**src/rtl/pec_pkg.sv**
```systemverilog
package pec_pkg;
  localparam int DW = 32;
  localparam int AW = 5;

  localparam logic [AW-1:0] A_CTRL    = 5'h00;
  localparam logic [AW-1:0] A_ENSET   = 5'h01;
  localparam logic [AW-1:0] A_ENCLR   = 5'h02;
  localparam logic [AW-1:0] A_IESET   = 5'h03;
  localparam logic [AW-1:0] A_IECLR   = 5'h04;
  localparam logic [AW-1:0] A_OVF     = 5'h05;
  localparam logic [AW-1:0] A_SEL     = 5'h06;
  localparam logic [AW-1:0] A_SELTYPE = 5'h07;
  localparam logic [AW-1:0] A_SELCNT  = 5'h08;
  localparam logic [AW-1:0] A_CYC     = 5'h09;

  // direct windows: addr[4]=1, addr[3] picks type (1) or count (0), addr[2:0] index
  localparam logic [DW-1:0] TYPE_KEEP = 32'hC000_0FFF;
  localparam logic [DW-1:0] CTRL_KEEP = 32'h0000_0079;

  localparam int CTRL_RUN  = 0;
  localparam int CTRL_EVRS = 1;
  localparam int CTRL_CYRS = 2;
  localparam int NUM_SHIFT = 11;
endpackage

```
**src/rtl/pec_counter.sv**
```systemverilog
module pec_counter
  import pec_pkg::*;
(
  input  logic          clk,
  input  logic          rst_n,
  input  logic          clear,
  input  logic          load,
  input  logic [DW-1:0] load_val,
  input  logic          inc,
  output logic [DW-1:0] count,
  output logic          wrap
);
  // priority: clear, then software load, then increment
  always_ff @(posedge clk) begin
    if (!rst_n)     count <= '0;
    else if (clear) count <= '0;
    else if (load)  count <= load_val;
    else if (inc)   count <= count + 1'b1;
  end

  assign wrap = inc && !clear && !load && (&count);

  AST_CLEAR_ZEROES: assert property (@(posedge clk) disable iff (!rst_n)
    clear |=> count == '0);
  AST_HOLD_IDLE: assert property (@(posedge clk) disable iff (!rst_n)
    (!clear && !load && !inc) |=> $stable(count));
  AST_STEP_ONE: assert property (@(posedge clk) disable iff (!rst_n)
    (!clear && !load && inc) |=> count == $past(count) + 32'd1);
  AST_LOAD_WINS: assert property (@(posedge clk) disable iff (!rst_n)
    (!clear && load) |=> count == $past(load_val));
endmodule

```
**src/rtl/pec_maskreg.sv**
```systemverilog
module pec_maskreg
  import pec_pkg::*;
#(
  parameter logic [DW-1:0] MASK = 32'h8000_000F
) (
  input  logic          clk,
  input  logic          rst_n,
  input  logic          set_we,
  input  logic          clr_we,
  input  logic [DW-1:0] wdata,
  input  logic [DW-1:0] hw_set,
  output logic [DW-1:0] q
);
  logic [DW-1:0] set_bits, clr_bits, nxt;

  always_comb begin
    set_bits = set_we ? wdata : '0;
    clr_bits = clr_we ? wdata : '0;
    // hardware set beats a software clear in the same cycle
    nxt = (((q | set_bits) & ~clr_bits) | hw_set) & MASK;
  end

  always_ff @(posedge clk) begin
    if (!rst_n) q <= '0;
    else        q <= nxt;
  end

  AST_SET_TAKES: assert property (@(posedge clk) disable iff (!rst_n)
    (set_we && !clr_we) |=> (q & $past(wdata) & MASK) == ($past(wdata) & MASK));
  AST_UNIMPL_ZERO: assert property (@(posedge clk) disable iff (!rst_n)
    set_we |=> (q & ~MASK) == '0);
  AST_HW_SET_WINS: assert property (@(posedge clk) disable iff (!rst_n)
    (hw_set != '0) |=> (q & $past(hw_set & MASK)) == $past(hw_set & MASK));
  AST_QUIET_HOLDS: assert property (@(posedge clk) disable iff (!rst_n)
    (!set_we && !clr_we && hw_set == '0) |=> $stable(q));
endmodule

```
**src/rtl/pec_bank.sv**
```systemverilog
module pec_bank
  import pec_pkg::*;
#(
  parameter int NUM_CNT = 4,
  parameter int NUM_EVT = 8
) (
  input  logic               clk,
  input  logic               rst_n,
  input  logic [AW-1:0]      reg_addr,
  input  logic [DW-1:0]      reg_wdata,
  input  logic               reg_we,
  output logic [DW-1:0]      reg_rdata,
  input  logic [NUM_EVT-1:0] evt_in,
  output logic               irq
);
  localparam int EVW = (NUM_EVT > 1) ? $clog2(NUM_EVT) : 1;
  localparam logic [DW-1:0] IMPL =
    {1'b1, {(DW-1-NUM_CNT){1'b0}}, {NUM_CNT{1'b1}}};

  logic [DW-1:0] ctrl_q, en_q, ie_q, ovf_q, cyc_cnt, ovf_hw;
  logic [AW-1:0] sel_q;
  logic [DW-1:0] type_q [NUM_CNT];
  logic [DW-1:0] cnt_q  [NUM_CNT];
  logic [NUM_CNT-1:0] wrap, hit;
  logic cyc_wrap, run, ev_rst, cy_rst;

  wire wr_ctrl = reg_we && reg_addr == A_CTRL;
  assign run    = ctrl_q[CTRL_RUN];
  assign ev_rst = wr_ctrl && reg_wdata[CTRL_EVRS];
  assign cy_rst = wr_ctrl && reg_wdata[CTRL_CYRS];

  always_ff @(posedge clk) begin
    if (!rst_n) begin
      ctrl_q <= '0;
      sel_q  <= '0;
    end else begin
      if (wr_ctrl) ctrl_q <= reg_wdata & CTRL_KEEP;
      if (reg_we && reg_addr == A_SEL) sel_q <= reg_wdata[AW-1:0];
    end
  end

  pec_maskreg #(.MASK(IMPL)) u_en (
    .clk, .rst_n,
    .set_we(reg_we && reg_addr == A_ENSET),
    .clr_we(reg_we && reg_addr == A_ENCLR),
    .wdata(reg_wdata), .hw_set('0), .q(en_q));

  pec_maskreg #(.MASK(IMPL)) u_ie (
    .clk, .rst_n,
    .set_we(reg_we && reg_addr == A_IESET),
    .clr_we(reg_we && reg_addr == A_IECLR),
    .wdata(reg_wdata), .hw_set('0), .q(ie_q));

  always_comb begin
    ovf_hw = '0;
    ovf_hw[NUM_CNT-1:0] = wrap;
    ovf_hw[DW-1] = cyc_wrap;
  end

  pec_maskreg #(.MASK(IMPL)) u_ovf (
    .clk, .rst_n,
    .set_we(1'b0),
    .clr_we(reg_we && reg_addr == A_OVF),
    .wdata(reg_wdata), .hw_set(ovf_hw), .q(ovf_q));

  for (genvar i = 0; i < NUM_CNT; i++) begin : g_cnt
    wire dir_cnt  = reg_addr == (5'h10 + AW'(i));
    wire dir_type = reg_addr == (5'h18 + AW'(i));
    wire picked   = sel_q == AW'(i);
    wire ld_cnt   = reg_we && (dir_cnt  || (reg_addr == A_SELCNT  && picked));
    wire ld_type  = reg_we && (dir_type || (reg_addr == A_SELTYPE && picked));

    always_ff @(posedge clk) begin
      if (!rst_n)       type_q[i] <= '0;
      else if (ld_type) type_q[i] <= reg_wdata & TYPE_KEEP;
    end

    assign hit[i] = (type_q[i][11:0] < 12'(NUM_EVT)) && evt_in[type_q[i][EVW-1:0]];

    pec_counter u_ctr (
      .clk, .rst_n, .clear(ev_rst), .load(ld_cnt), .load_val(reg_wdata),
      .inc(run && en_q[i] && hit[i]), .count(cnt_q[i]), .wrap(wrap[i]));
  end

  pec_counter u_cyc (
    .clk, .rst_n, .clear(cy_rst), .load(reg_we && reg_addr == A_CYC),
    .load_val(reg_wdata), .inc(run && en_q[DW-1]), .count(cyc_cnt),
    .wrap(cyc_wrap));

  assign irq = |(ovf_q & ie_q);

  always_comb begin
    reg_rdata = '0;
    case (reg_addr)
      A_CTRL:           reg_rdata = ctrl_q | (DW'(NUM_CNT) << NUM_SHIFT);
      A_ENSET, A_ENCLR: reg_rdata = en_q;
      A_IESET, A_IECLR: reg_rdata = ie_q;
      A_OVF:            reg_rdata = ovf_q;
      A_SEL:            reg_rdata = DW'(sel_q);
      A_CYC:            reg_rdata = cyc_cnt;
      default: begin
        for (int i = 0; i < NUM_CNT; i++) begin
          if (reg_addr == A_SELTYPE && sel_q == AW'(i))   reg_rdata = type_q[i];
          if (reg_addr == A_SELCNT  && sel_q == AW'(i))   reg_rdata = cnt_q[i];
          if (reg_addr == (5'h10 + AW'(i)))               reg_rdata = cnt_q[i];
          if (reg_addr == (5'h18 + AW'(i)))               reg_rdata = type_q[i];
        end
      end
    endcase
  end

  AST_PULSE_BITS_READ_ZERO: assert property (@(posedge clk) disable iff (!rst_n)
    (reg_addr == A_CTRL) |-> reg_rdata[2:1] == 2'b00);
  AST_IRQ_STICKY: assert property (@(posedge clk) disable iff (!rst_n)
    (irq && !(reg_we && (reg_addr == A_OVF || reg_addr == A_IECLR))) |=> irq);
  AST_OVF_NEEDS_WRAP: assert property (@(posedge clk) disable iff (!rst_n)
    (ovf_hw == '0 && !(reg_we && reg_addr == A_OVF)) |=> $stable(ovf_q));
  AST_HALTED: assert property (@(posedge clk) disable iff (!rst_n)
    (!run && !reg_we) |=> $stable(cyc_cnt));
endmodule

```
**config.mk**
```make
export PLATFORM = sky130hd
export DESIGN_NAME = pec_bank
export DESIGN_NICKNAME = d
export VERILOG_FILES = /design/src/rtl/pec_pkg.sv /design/src/rtl/pec_counter.sv /design/src/rtl/pec_maskreg.sv /design/src/rtl/pec_bank.sv
export SDC_FILE = /design/constraint.sdc
export NUM_CORES = 1
export LEC_CHECK = 0
export BUFFER_PORTS_ARGS = -buffer_cell sky130_fd_sc_hd__buf_2
export CORE_AREA = 3 3 211 213
export DETAILED_ROUTE_END_ITERATION = 10
export DIE_AREA = 0 0 214 216
export GPL_ROUTABILITY_DRIVEN = 0
export GPL_TIMING_DRIVEN = 0
export SYNTH_ARGS = -nofsm -noshare
export SYNTH_HDL_FRONTEND = slang
export SYNTH_SLANG_ARGS = --single-unit
export TNS_END_PERCENT = 30
```
**constraint.sdc**
```tcl
create_clock -name clk -period 2.9 [get_ports clk]
set_clock_uncertainty 0.2 [all_clocks]
set_input_delay 0.145 -clock clk [delete_from_list [all_inputs] [get_ports clk]]
set_output_delay 0.145 -clock clk [all_outputs]
set_load 0.1 [all_outputs]
```
==> impl_metrics.csv, run 1 <==
group,metric,value,unit
run_status,status,"finished with violations",
run_status,violations,"setup timing",
layout,fillers,4202,
cts,cts-buffers-inserted,27,
synth,synthTopCellsByArea,"dfxtp_1, edfxtp_1, xor2_1, a21oi_1, xnor2_1",
layout,drive_above_1_share,18.69,%
sta,slew_headroom,27.92,%
floorplanning,ios,81,
pwr,power_density,429.0,nW/um^2
sta,timing.final.ws_setup,-0.3562,ns
critical_path,crit_type,"register to primary output",
synth,synth_most_common_cell,"dfxtp_1",
synth,synth_edf_count,56,
synth,synth_common_cells,"dfxtp_1, nand2_1, a21oi_1",
grt,grt_max_degree,15,
critical_path,crit_start,"sel_q[2]$_SDFFE_PN0P_",
cts,htreeDepth,1,
pwr,cellLeakagePower,6.217,nW
sta,fin_crit_sh,112.3,%
floorplanning,fp-row-count,76,
place,dp_hpwl,44.94,mm
sta,tightestPinTransition,1.081,ns
place,pre_cts_ws,-0.4519,ns
grt,grt_pass1_wl,89.87,mm
sta,finalHoldWorstSlack,0.08293,ns
drt,drc_errors,0,
pwr,vdd_drop_max,0.2335,mV
grt,grt_overflow_total,0,
sta,hold_viol,0,
place,numPortBuffers,78,
sta,setup_viol,33,
sta,final_max_slew_viol_count,0,
sta,post-route-min-period,3.256,ns
critical_path,cp.arrival,2.91,ns
critical_path,cp.required,2.56,ns
cts,clockBufferDepth,3,
layout,utilization,42.71,%
critical_path,r2r_start,"ctrl_q[0]$_SDFFE_PN0P_",
flow_run,cap_violations,0,
synth,ys_ff_latch,241,
drt,antenna_left,0,
synth,netlist_area,14980,sq um
drt,routedWlPerCell,24.29,um
drt,vias,14849,
floorplanning,core,42890,sq um
sta,clock.fmax,307.1,MHz
synth,yosys.area.top_type,"dfxtp_1",
synth,syn_inst,1719,
drt,viasPerCell,5.975,
cts,clockRootBuffer,"clkbuf_16",
pwr,p_total,7.859,mW
floorplanning,die_width,214,um
hold_path,holdCritStartpoint,"reg_wdata[5]",
cts,clock_latency,0.57,ns
layout,nets,1932,
synth,syn_nets,1772,
critical_path,critPathMaxFanout,6,
synth,yosys.area.top_type_share,24.72,%
layout,syn2layout_area_growth,22.26,%
cts,cts_tree,"yes",
synth,synth_warnings,0,
floorplanning,die_y,216,um
cts,clk_pin_slew_worst_paths,0.06,ns
sta,rsz0062_at_grt,"yes",
synth,synth_cell_types,92,
synth,syn_avg_cell_area,8.716,sq um
grt,grtUsageTotal,25.21,%
critical_path,start_kind,"register",
floorplanning,initial_core_util,34.94,%
critical_path,cp-end-kind,"primary output",
synth,synthArstFlopShare,0,%
hold_path,hp-class,"input pin to register",
synth,ys_seq_area_share,35.94,%
drt,drt_iter0_drc,1938,
floorplanning,dieArea,46220,sq um
grt,grt_pass1_vias,14216,
drt,wl,60.35,mm
drt,firstDrtPassIters,6,
synth,yosys_most_used_dff,"dfxtp_1",
cts,clkSinkCount,241,
grt,antenna_found_initial,2,
-- layer usage --
metal / GRT usage [%] / up-vias / routed length, um
met1: 32.09 / 7088 / 23950
li1: - / 6725 / -
met4: 13.33 / 0 / 3752
met2: 40.59 / 816 / 26950
met5: 0 / - / 0
met3: 4.886 / 220 / 5696
-- through the flow --
step | instances | setup TNS [ns] | cell area (sq um)
4_1_cts | 2479 | -6.140 | 18140
3_3_place_gp | 2382 | -8.939 | 16130
5_1_grt | 2484 | -8.041 | 18320
6_report | 2485 | -6.961 | 18320
3_5_place_dp | 2382 | -9.046 | 16130
2_1_floorplan | 1719 | -3.142 | 15010
-- worst max-delay path, stage by stage, from the launching register on --
cell	delay, ns
dfxtp_4	0.35
or4_4	0.57
nor3_4	0.20
buf_4	0.15
a2111oi_4	0.04
buf_6	0.18
buf_8	0.12
o211ai_1	0.19
o211ai_1	0.28
buf_6	0.26
-- path summary, 6_finish.rpt --
path | to | slack [ns] | cells after the start
max reg2reg | u_ovf.q[0]$_SDFF_PN0_ | -0.07 | 8
max | reg_rdata[30] | -0.36 | 9
min | ctrl_q[5]$_SDFFE_PN0P_ | 0.08 | 3
min reg2reg | ctrl_q[6]$_SDFFE_PN0P_ | 0.27 | 2
-- area by class of cell --
class | count | area, sq um | area share (%)
plain buffers | 120 | 704.4 | 3.845
well taps | 585 | 732.0 | 3.996
multi-input cells | 1344 | 9253 | 50.51
clock inverters | 15 | 111.4 | 0.6079
diodes | 1 | 2.502 | 0.01366
repair buffers | 131 | 1345 | 7.342
inverters | 14 | 52.55 | 0.2869
clock buffers | 34 | 721.9 | 3.941
flip-flops and latches | 241 | 5396 | 29.46
-- placed cells by master, fill, tap and decap left out, types with 9 or more instances in the layout --
master / n
dfxtp_1: 180
nand2_1: 142
a21oi_1: 122
nor2_1: 121
o21ai_0: 97
xor2_1: 91
buf_2: 82
nand3_1: 78
and2_1: 72
xnor2_1: 62
edfxtp_1: 56
a22oi_1: 54
nand4_1: 54
a211oi_1: 53
clkbuf_1: 46
dlygate4sd3_1: 32
and3_1: 29
clkbuf_16: 28
nor3_1: 27
buf_6: 25
buf_4: 24
o21ai_2: 23
buf_12: 23
and4_1: 20
nor2b_1: 15
inv_1: 14
nand3_2: 13
o21a_1: 12
a221o_1: 11
a22oi_2: 11
mux2i_1: 11
nor4_1: 11
a221oi_1: 10
o22ai_1: 10
buf_1: 9
o211ai_1: 9
o221ai_1: 9
-- repair_timing --
action                                 CTS  global route
setup endpoints to repair               33            38
gates cloned                             2             1
pin swaps                               27            22
endpoints found under the hold margin  170             0
hold buffers                            32             0
gates resized for setup                178            34
buffers inserted                        14             6
-- flip-flops by register name (all words and copies together), names as in the netlist --
signal and count:
ctrl_q 5, u_ie.q 5, u_ovf.q 5, sel_q 5
type_q 56, u_cyc.count 32, u_en.q 5, g_cnt.u_ctr.count 128
-- cells by family (layout without fill, tap and decap cells) --
family,after synthesis,count (layout),synth area share (%)
adder cells (fa/ha/maj),5,5,0.4175
AO/OA/AOI/OAI,506,506,23.03
buffers and inverters,134,314,4.451
AND/OR/NAND/NOR,653,653,24.37
other,0,1,0
XOR/XNOR,155,155,9.161
flip-flops,241,241,35.94
multiplexers,25,25,2.630
-- where the power goes --
| part | switching (mW) | total (mW) | internal, mW |
|---|---|---|---|
| clock | 1.53 | 3.38 | 1.85 |
| sequential | 0.110 | 3.61 | 3.50 |
| combinational | 0.581 | 0.864 | 0.283 |
| total | 2.22 | 7.86 | 5.63 |
Power figures use the tool's default switching activity.
==> inputs of run 2 (changes only) <==
--- a/config.mk
+++ b/config.mk
@@ -14,4 +14,4 @@
 export SYNTH_ARGS = -nofsm -noshare
 export SYNTH_HDL_FRONTEND = slang
 export SYNTH_SLANG_ARGS = --single-unit
-export TNS_END_PERCENT = 30
+export TNS_END_PERCENT = 20
==> run 2 against run 1 <==
Against the previous run:
- the flow still finishes with violations (setup timing)
- die area stayed put
- critical path type unchanged
- highest routed layer unchanged
- largest power group unchanged
- sequential cell count stayed put
- sequential power hardly changed
- sequential share of layout area is 0.15 points higher
==> impl_metrics.csv, run 2 (synthesized netlist as in run 1, its figures left out) <==
group,metric,value,unit
critical_path,reg2reg_depth,8,
layout,reg_top3,"g_cnt.u_ctr.count: 128 flops, type_q: 56 flops, u_cyc.count: 32 flops",
floorplanning,fp-row-count,76,
sta,tightestPinTransition,1.036,ns
critical_path,path_cells,"nor4_4 -> buf_6 -> and4_4 -> a2111oi_4 -> buf_6 -> o211ai_1 -> a32oi_2 -> buf_6",
drt,wl,60.06,mm
cts,clk_pin_slew_worst_paths,0.06,ns
place,dp_hpwl,44.95,mm
floorplanning,core,42890,sq um
layout,drive_above_1_share,17.89,%
drt,antenna_left,0,
cts,clockBufferDepth,3,
sta,finalHoldWorstSlack,0.08571,ns
pwr,power_density,441.7,nW/um^2
layout,final_cells,2480,
floorplanning,dieArea,46220,sq um
sta,clock.fmax,302.4,MHz
flow_run,cap_violations,0,
pwr,vdd_drop_max,0.3028,mV
hold_path,hold_depth,5,
layout,top_register,"g_cnt.u_ctr.count",
layout,mostFrequentLayoutCells,"dfxtp_1, nand2_1, a21oi_1",
drt,vias,14962,
grt,antenna_found_initial,2,
floorplanning,die_y,216,um
drt,drt_iter0_drc,2329,
run_status,violations,"setup timing",
cts,clkSinkCount,241,
cts,htreeDepth,1,
place,numPortBuffers,78,
run_status,status,"finished with violations",
critical_path,crit_type,"register to primary output",
cts,cts_tree,"yes",
layout,layout_commonest_cell,"dfxtp_1",
critical_path,r2r-end,"u_ovf.q[0]$_SDFF_PN0_",
floorplanning,die_width,214,um
sta,slew_headroom,30.91,%
critical_path,start_kind,"register",
grt,grt_pass1_wl,89.49,mm
sta,timing.final.ws_setup,-0.4069,ns
sta,post-route-min-period,3.307,ns
hold_path,holdCritStartpoint,"reg_addr[4]",
drt,drc_errors,0,
hold_path,hp-class,"input pin to register",
hold_path,min_to,"ctrl_q[0]$_SDFFE_PN0P_",
grt,grt_pass1_vias,14398,
critical_path,cp.arrival,2.96,ns
critical_path,cp.required,2.56,ns
layout,syn2layout_area_growth,21.65,%
pwr,p_total,8.051,mW
critical_path,cpMostUsedCell,"buf_6",
floorplanning,initial_core_util,34.94,%
critical_path,r2r_start,"ctrl_q[0]$_SDFFE_PN0P_",
drt,firstDrtPassIters,6,
sta,setup_viol,31,
sta,final_max_slew_viol_count,0,
layout,nets,1929,
floorplanning,ios,81,
critical_path,cp-end-kind,"primary output",
sta,rsz0062_at_grt,"yes",
grt,grtUsageTotal,25.08,%
grt,grt_overflow_total,0,
critical_path,critPathMaxFanout,9,
sta,hold_viol,0,
pwr,cellLeakagePower,6.205,nW
critical_path,slowest_delay,0.56,ns
drt,viasPerCell,6.033,
cts,clock_latency,0.56,ns
cts,clockRootBuffer,"clkbuf_16",
critical_path,r2r_setup_slack,-0.05,ns
cts,cts-buffers-inserted,27,
critical_path,crit_slowest_cell,"a2111oi_4",
place,dp.cells,2382,
layout,largest_reg_flops,128,
drt,routedWlPerCell,24.22,um
grt,grt_max_degree,15,
layout,n_antenna_cell,0,
sta,fin_crit_sh,114.0,%
[run 2: changes by cell type in the layout (fill, tap and decap cells not counted), sizes merged]
cell,change
clkbuf,+5
bufbuf,+1
clkinvlp,-1
clkinv,-4
bufinv,+2
diode,-1
buf,-7
[run 2: area by class of cell]
type	count	area (sq um)
Clock inverter	12	141.4
Timing Repair Buffer	128	1287
Sequential cell	241	5396
Multi-Input combinational cell	1344	9170
Inverter	14	52.55
Fill cell	4215	24660
Clock buffer	36	759.5
Buffer	120	688.2
Tap cell	585	732.0
[run 2: repair_timing]
item	CTS	global route
setup endpoints to repair	34	38
hold buffers	32	0
buffers inserted	15	3
endpoints found under the hold margin	177	0
resized for setup	168	16
gates cloned	2	0
pin swaps	17	11
[run 2: where the power goes]
group          switching, mW  internal, mW  total (mW)  leakage [nW]
clock                   1.49          2.10        3.58         0.433
sequential             0.108          3.50        3.61          2.06
combinational          0.575         0.281       0.856          3.71
[run 2: worst max-delay path by stage]
stage / cells past startpoint / endpoint / slack (ns) / startpoint
after floorplan: 6 / reg_rdata[7] / -0.60 / sel_q[2]$_SDFFE_PN0P_
after global placement: 10 / reg_rdata[31] / -0.45 / reg_addr[1]
after detailed placement: 10 / reg_rdata[31] / -0.47 / reg_addr[1]
after CTS: 9 / reg_rdata[30] / -0.31 / sel_q[4]$_SDFFE_PN0P_
after global routing: 8 / reg_rdata[11] / -0.40 / sel_q[3]$_SDFFE_PN0P_
final: 8 / reg_rdata[11] / -0.41 / sel_q[3]$_SDFFE_PN0P_
[run 2: stage by stage]
stage	area [sq um]	util [%]	setup WS (ns)	setup TNS [ns]
after global routing	18230	42.50	-0.3973	-7.945
after global placement	16120	37.59	-0.4548	-9.054
after detailed placement	16120	37.59	-0.4747	-9.113
after CTS	18140	42.30	-0.3146	-6.202
after floorplan	15000	-	-0.6028	-3.745
final	18230	42.50	-0.4069	-6.539
[run 2: routing by layer]
metal / global-route usage (%) / vias to the layer above / wire length, um
met3: 3.802 / 217 / 5707
met4: 14.38 / 0 / 3898
met2: 40.28 / 920 / 26920
met1: 32.24 / 7095 / 23540
li1: - / 6730 / -
met5: 0 / - / 0
[run 2: critical path: cells and delay by family, from the launching register on]
family | cells | cell delay (ns)
buffers and inverters | 3 | 0.62
and+or+nand+nor | 2 | 0.28
DFF | 1 | 0.39
AOI/OAI and AO/OA | 3 | 1.10
==> inputs of run 3 (changes only) <==
--- a/config.mk
+++ b/config.mk
@@ -11,6 +11,7 @@
 export DIE_AREA = 0 0 214 216
 export GPL_ROUTABILITY_DRIVEN = 0
 export GPL_TIMING_DRIVEN = 0
+export RECOVER_POWER = 50
 export SYNTH_ARGS = -nofsm -noshare
 export SYNTH_HDL_FRONTEND = slang
 export SYNTH_SLANG_ARGS = --single-unit
==> run 3 against run 2 <==
Against the previous run:
- the flow still finishes with violations (setup timing)
- core utilization fell by 0.15 points
- largest cell class unchanged
- global-route usage did not move
- largest power group unchanged
- first-iteration DRC count fell by 6.9%
==> impl_metrics.csv, run 3 (synthesized netlist as in run 1, its figures left out) <==
group,metric,value,unit
layout,n_antenna_cell,0,
place,dp_hpwl,44.95,mm
layout,reg_top3,"g_cnt.u_ctr.count: 128 flops, type_q: 56 flops, u_cyc.count: 32 flops",
grt,antenna_found_initial,2,
pwr,p_clk_share,44.6,%
grt,grt_pass1_wl,89.49,mm
layout,syn2layout_area_growth,21.22,%
floorplanning,dieArea,46220,sq um
layout,mostFrequentLayoutCells,"dfxtp_1, nand2_1, a21oi_1",
run_status,violations,"setup timing",
flow_run,cap_violations,0,
critical_path,r2r-end,"u_ovf.q[0]$_SDFF_PN0_",
pwr,vdd_drop_max,0.3024,mV
pwr,p_switching,2.183,mW
pwr,power_density,443.6,nW/um^2
layout,top_register,"g_cnt.u_ctr.count",
layout,fillers,4228,
critical_path,r2r_setup_slack,-0.23,ns
sta,timing.final.ws_setup,-0.5194,ns
sta,fin_crit_sh,117.9,%
sta,clock.fmax,292.4,MHz
floorplanning,die_y,216,um
layout,layout_commonest_cell,"dfxtp_1",
sta,hold_viol,0,
hold_path,hold_depth,5,
pwr,combPwrFrac,10.6,%
cts,clockBufferDepth,3,
drt,vias,14992,
drt,firstDrtPassIters,6,
critical_path,r2r_start,"ctrl_q[0]$_SDFFE_PN0P_",
run_status,status,"finished with violations",
floorplanning,ios,81,
critical_path,cp.arrival,3.07,ns
drt,viasPerCell,6.045,
sta,tightestPinTransition,1.165,ns
sta,final_max_slew_viol_count,0,
cts,clkSinkCount,241,
hold_path,hp-class,"input pin to register",
critical_path,start_kind,"input pin",
pwr,seq_power_share,44.8,%
layout,multiInputGateArea,9126,sq um
floorplanning,initial_core_util,34.94,%
sta,post-route-min-period,3.419,ns
sta,slew_headroom,22.69,%
layout,register_area,5396,sq um
floorplanning,core,42890,sq um
layout,nets,1929,
cts,clk_pin_slew_worst_paths,0.06,ns
floorplanning,fp-row-count,76,
critical_path,critPathMaxFanout,10,
floorplanning,die_width,214,um
cts,htreeDepth,1,
pwr,cellLeakagePower,6.120,nW
critical_path,crit_type,"input pin to primary output",
critical_path,reg2reg_depth,8,
critical_path,cp-end-kind,"primary output",
grt,grt_pass1_vias,14398,
layout,utilization,42.35,%
critical_path,cp.required,2.56,ns
hold_path,holdCritStartpoint,"reg_addr[4]",
pwr,p_total,8.057,mW
place,pre_cts_ws,-0.4747,ns
pwr,intPower,5.875,mW
grt,grt_max_degree,15,
layout,drive_above_1_share,16.99,%
drt,drt_iter0_drc,2169,
drt,routedWlPerCell,24.34,um
grt,grt_overflow_total,0,
pwr,switching_share,27.09,%
grt,grtUsageTotal,25.08,%
sta,rsz0062_at_grt,"yes",
drt,wl,60.37,mm
sta,setup_viol,33,
drt,drc_errors,0,
cts,clock_latency,0.56,ns
place,numPortBuffers,78,
cts,cts-buffers-inserted,27,
cts,clockRootBuffer,"clkbuf_16",
hold_path,min_to,"ctrl_q[0]$_SDFFE_PN0P_",
layout,largest_reg_flops,128,
cts,cts_tree,"yes",
drt,antenna_left,0,
## run 3: cell types whose count changed in the layout (fill, tap and decap cells not counted), moves of 2 or more
cell | previous run | this run
and2_1 | 72 | 53
buf_4 | 25 | 23
and2_0 | 0 | 19
clkbuf_1 | 45 | 56
buf_2 | 81 | 74
nand4_1 | 54 | 56
mux2_2 | 2 | 0
mux2_1 | 0 | 2
nand4_2 | 2 | 0
## run 3: per-stage QoR
step	hold WS [ns]	TNS [ns]	cells	area (sq um)
after floorplan	0.09530	-3.745	1719	15000
after global placement	0.2247	-9.054	2382	16120
after detailed placement	0.2390	-9.113	2382	16120
after CTS	0.07212	-6.202	2478	18140
after global routing	0.1079	-10.39	2480	18160
final	0.09021	-7.472	2480	18160
## run 3: timing repair
item | 4_1_cts | 5_1_grt
gates resized for setup | 168 | 16
buffers inserted | 15 | 3
setup endpoints to repair | 34 | 38
gates cloned | 2 | 0
hold buffers | 32 | 0
pin swaps | 17 | 11
hold endpoints to repair | 177 | 0
## run 3: area by class of cell
type	count	area share [%]
Multi-Input combinational cell	1344	50.25
Inverter	14	0.2893
Timing Repair Buffer	128	7.075
Clock buffer	36	4.182
Clock inverter	12	0.7785
Tap cell	585	4.030
Buffer	120	3.686
Sequential cell	241	29.71
## run 3: worst max-delay path by stage
stage                         end  cells after the start  slack [ns]                   from
global route         reg_rdata[1]                     10       -0.40  sel_q[3]$_SDFFE_PN0P_
finish               reg_rdata[4]                      9       -0.52            reg_addr[4]
CTS                 reg_rdata[30]                      9       -0.31  sel_q[4]$_SDFFE_PN0P_
global placement    reg_rdata[31]                     10       -0.45            reg_addr[1]
floorplan            reg_rdata[7]                      6       -0.60  sel_q[2]$_SDFFE_PN0P_
detailed placement  reg_rdata[31]                     10       -0.47            reg_addr[1]
## run 3: worst max-delay path: stages
cell and delay [ns]:
buf_2 0.21, clkbuf_1 0.50, nor2_1 0.34, and3_1 0.33, a222oi_1 0.68, o211a_1 0.33, a32oi_1 0.14, and2_4 0.23
buf_8 0.17
## run 3: power groups by stage
stage	registers, mW	clock network, mW	logic (mW)
2_1_floorplan	3.63	0	0.459
3_3_place_gp	3.68	0	0.728
3_5_place_dp	3.68	0	0.735
4_1_cts	3.61	3.61	0.825
5_1_grt	3.61	3.76	0.892
6_report	3.61	3.59	0.852
## run 3: routing by layer
metal | global-route usage, % | part of all wire (%) | wire length, um
met1 | 32.24 | 39 | 23560
met2 | 40.28 | 45 | 27070
met3 | 3.802 | 9.7 | 5868
met4 | 14.38 | 6.4 | 3867
met5 | 0 | 0 | 0
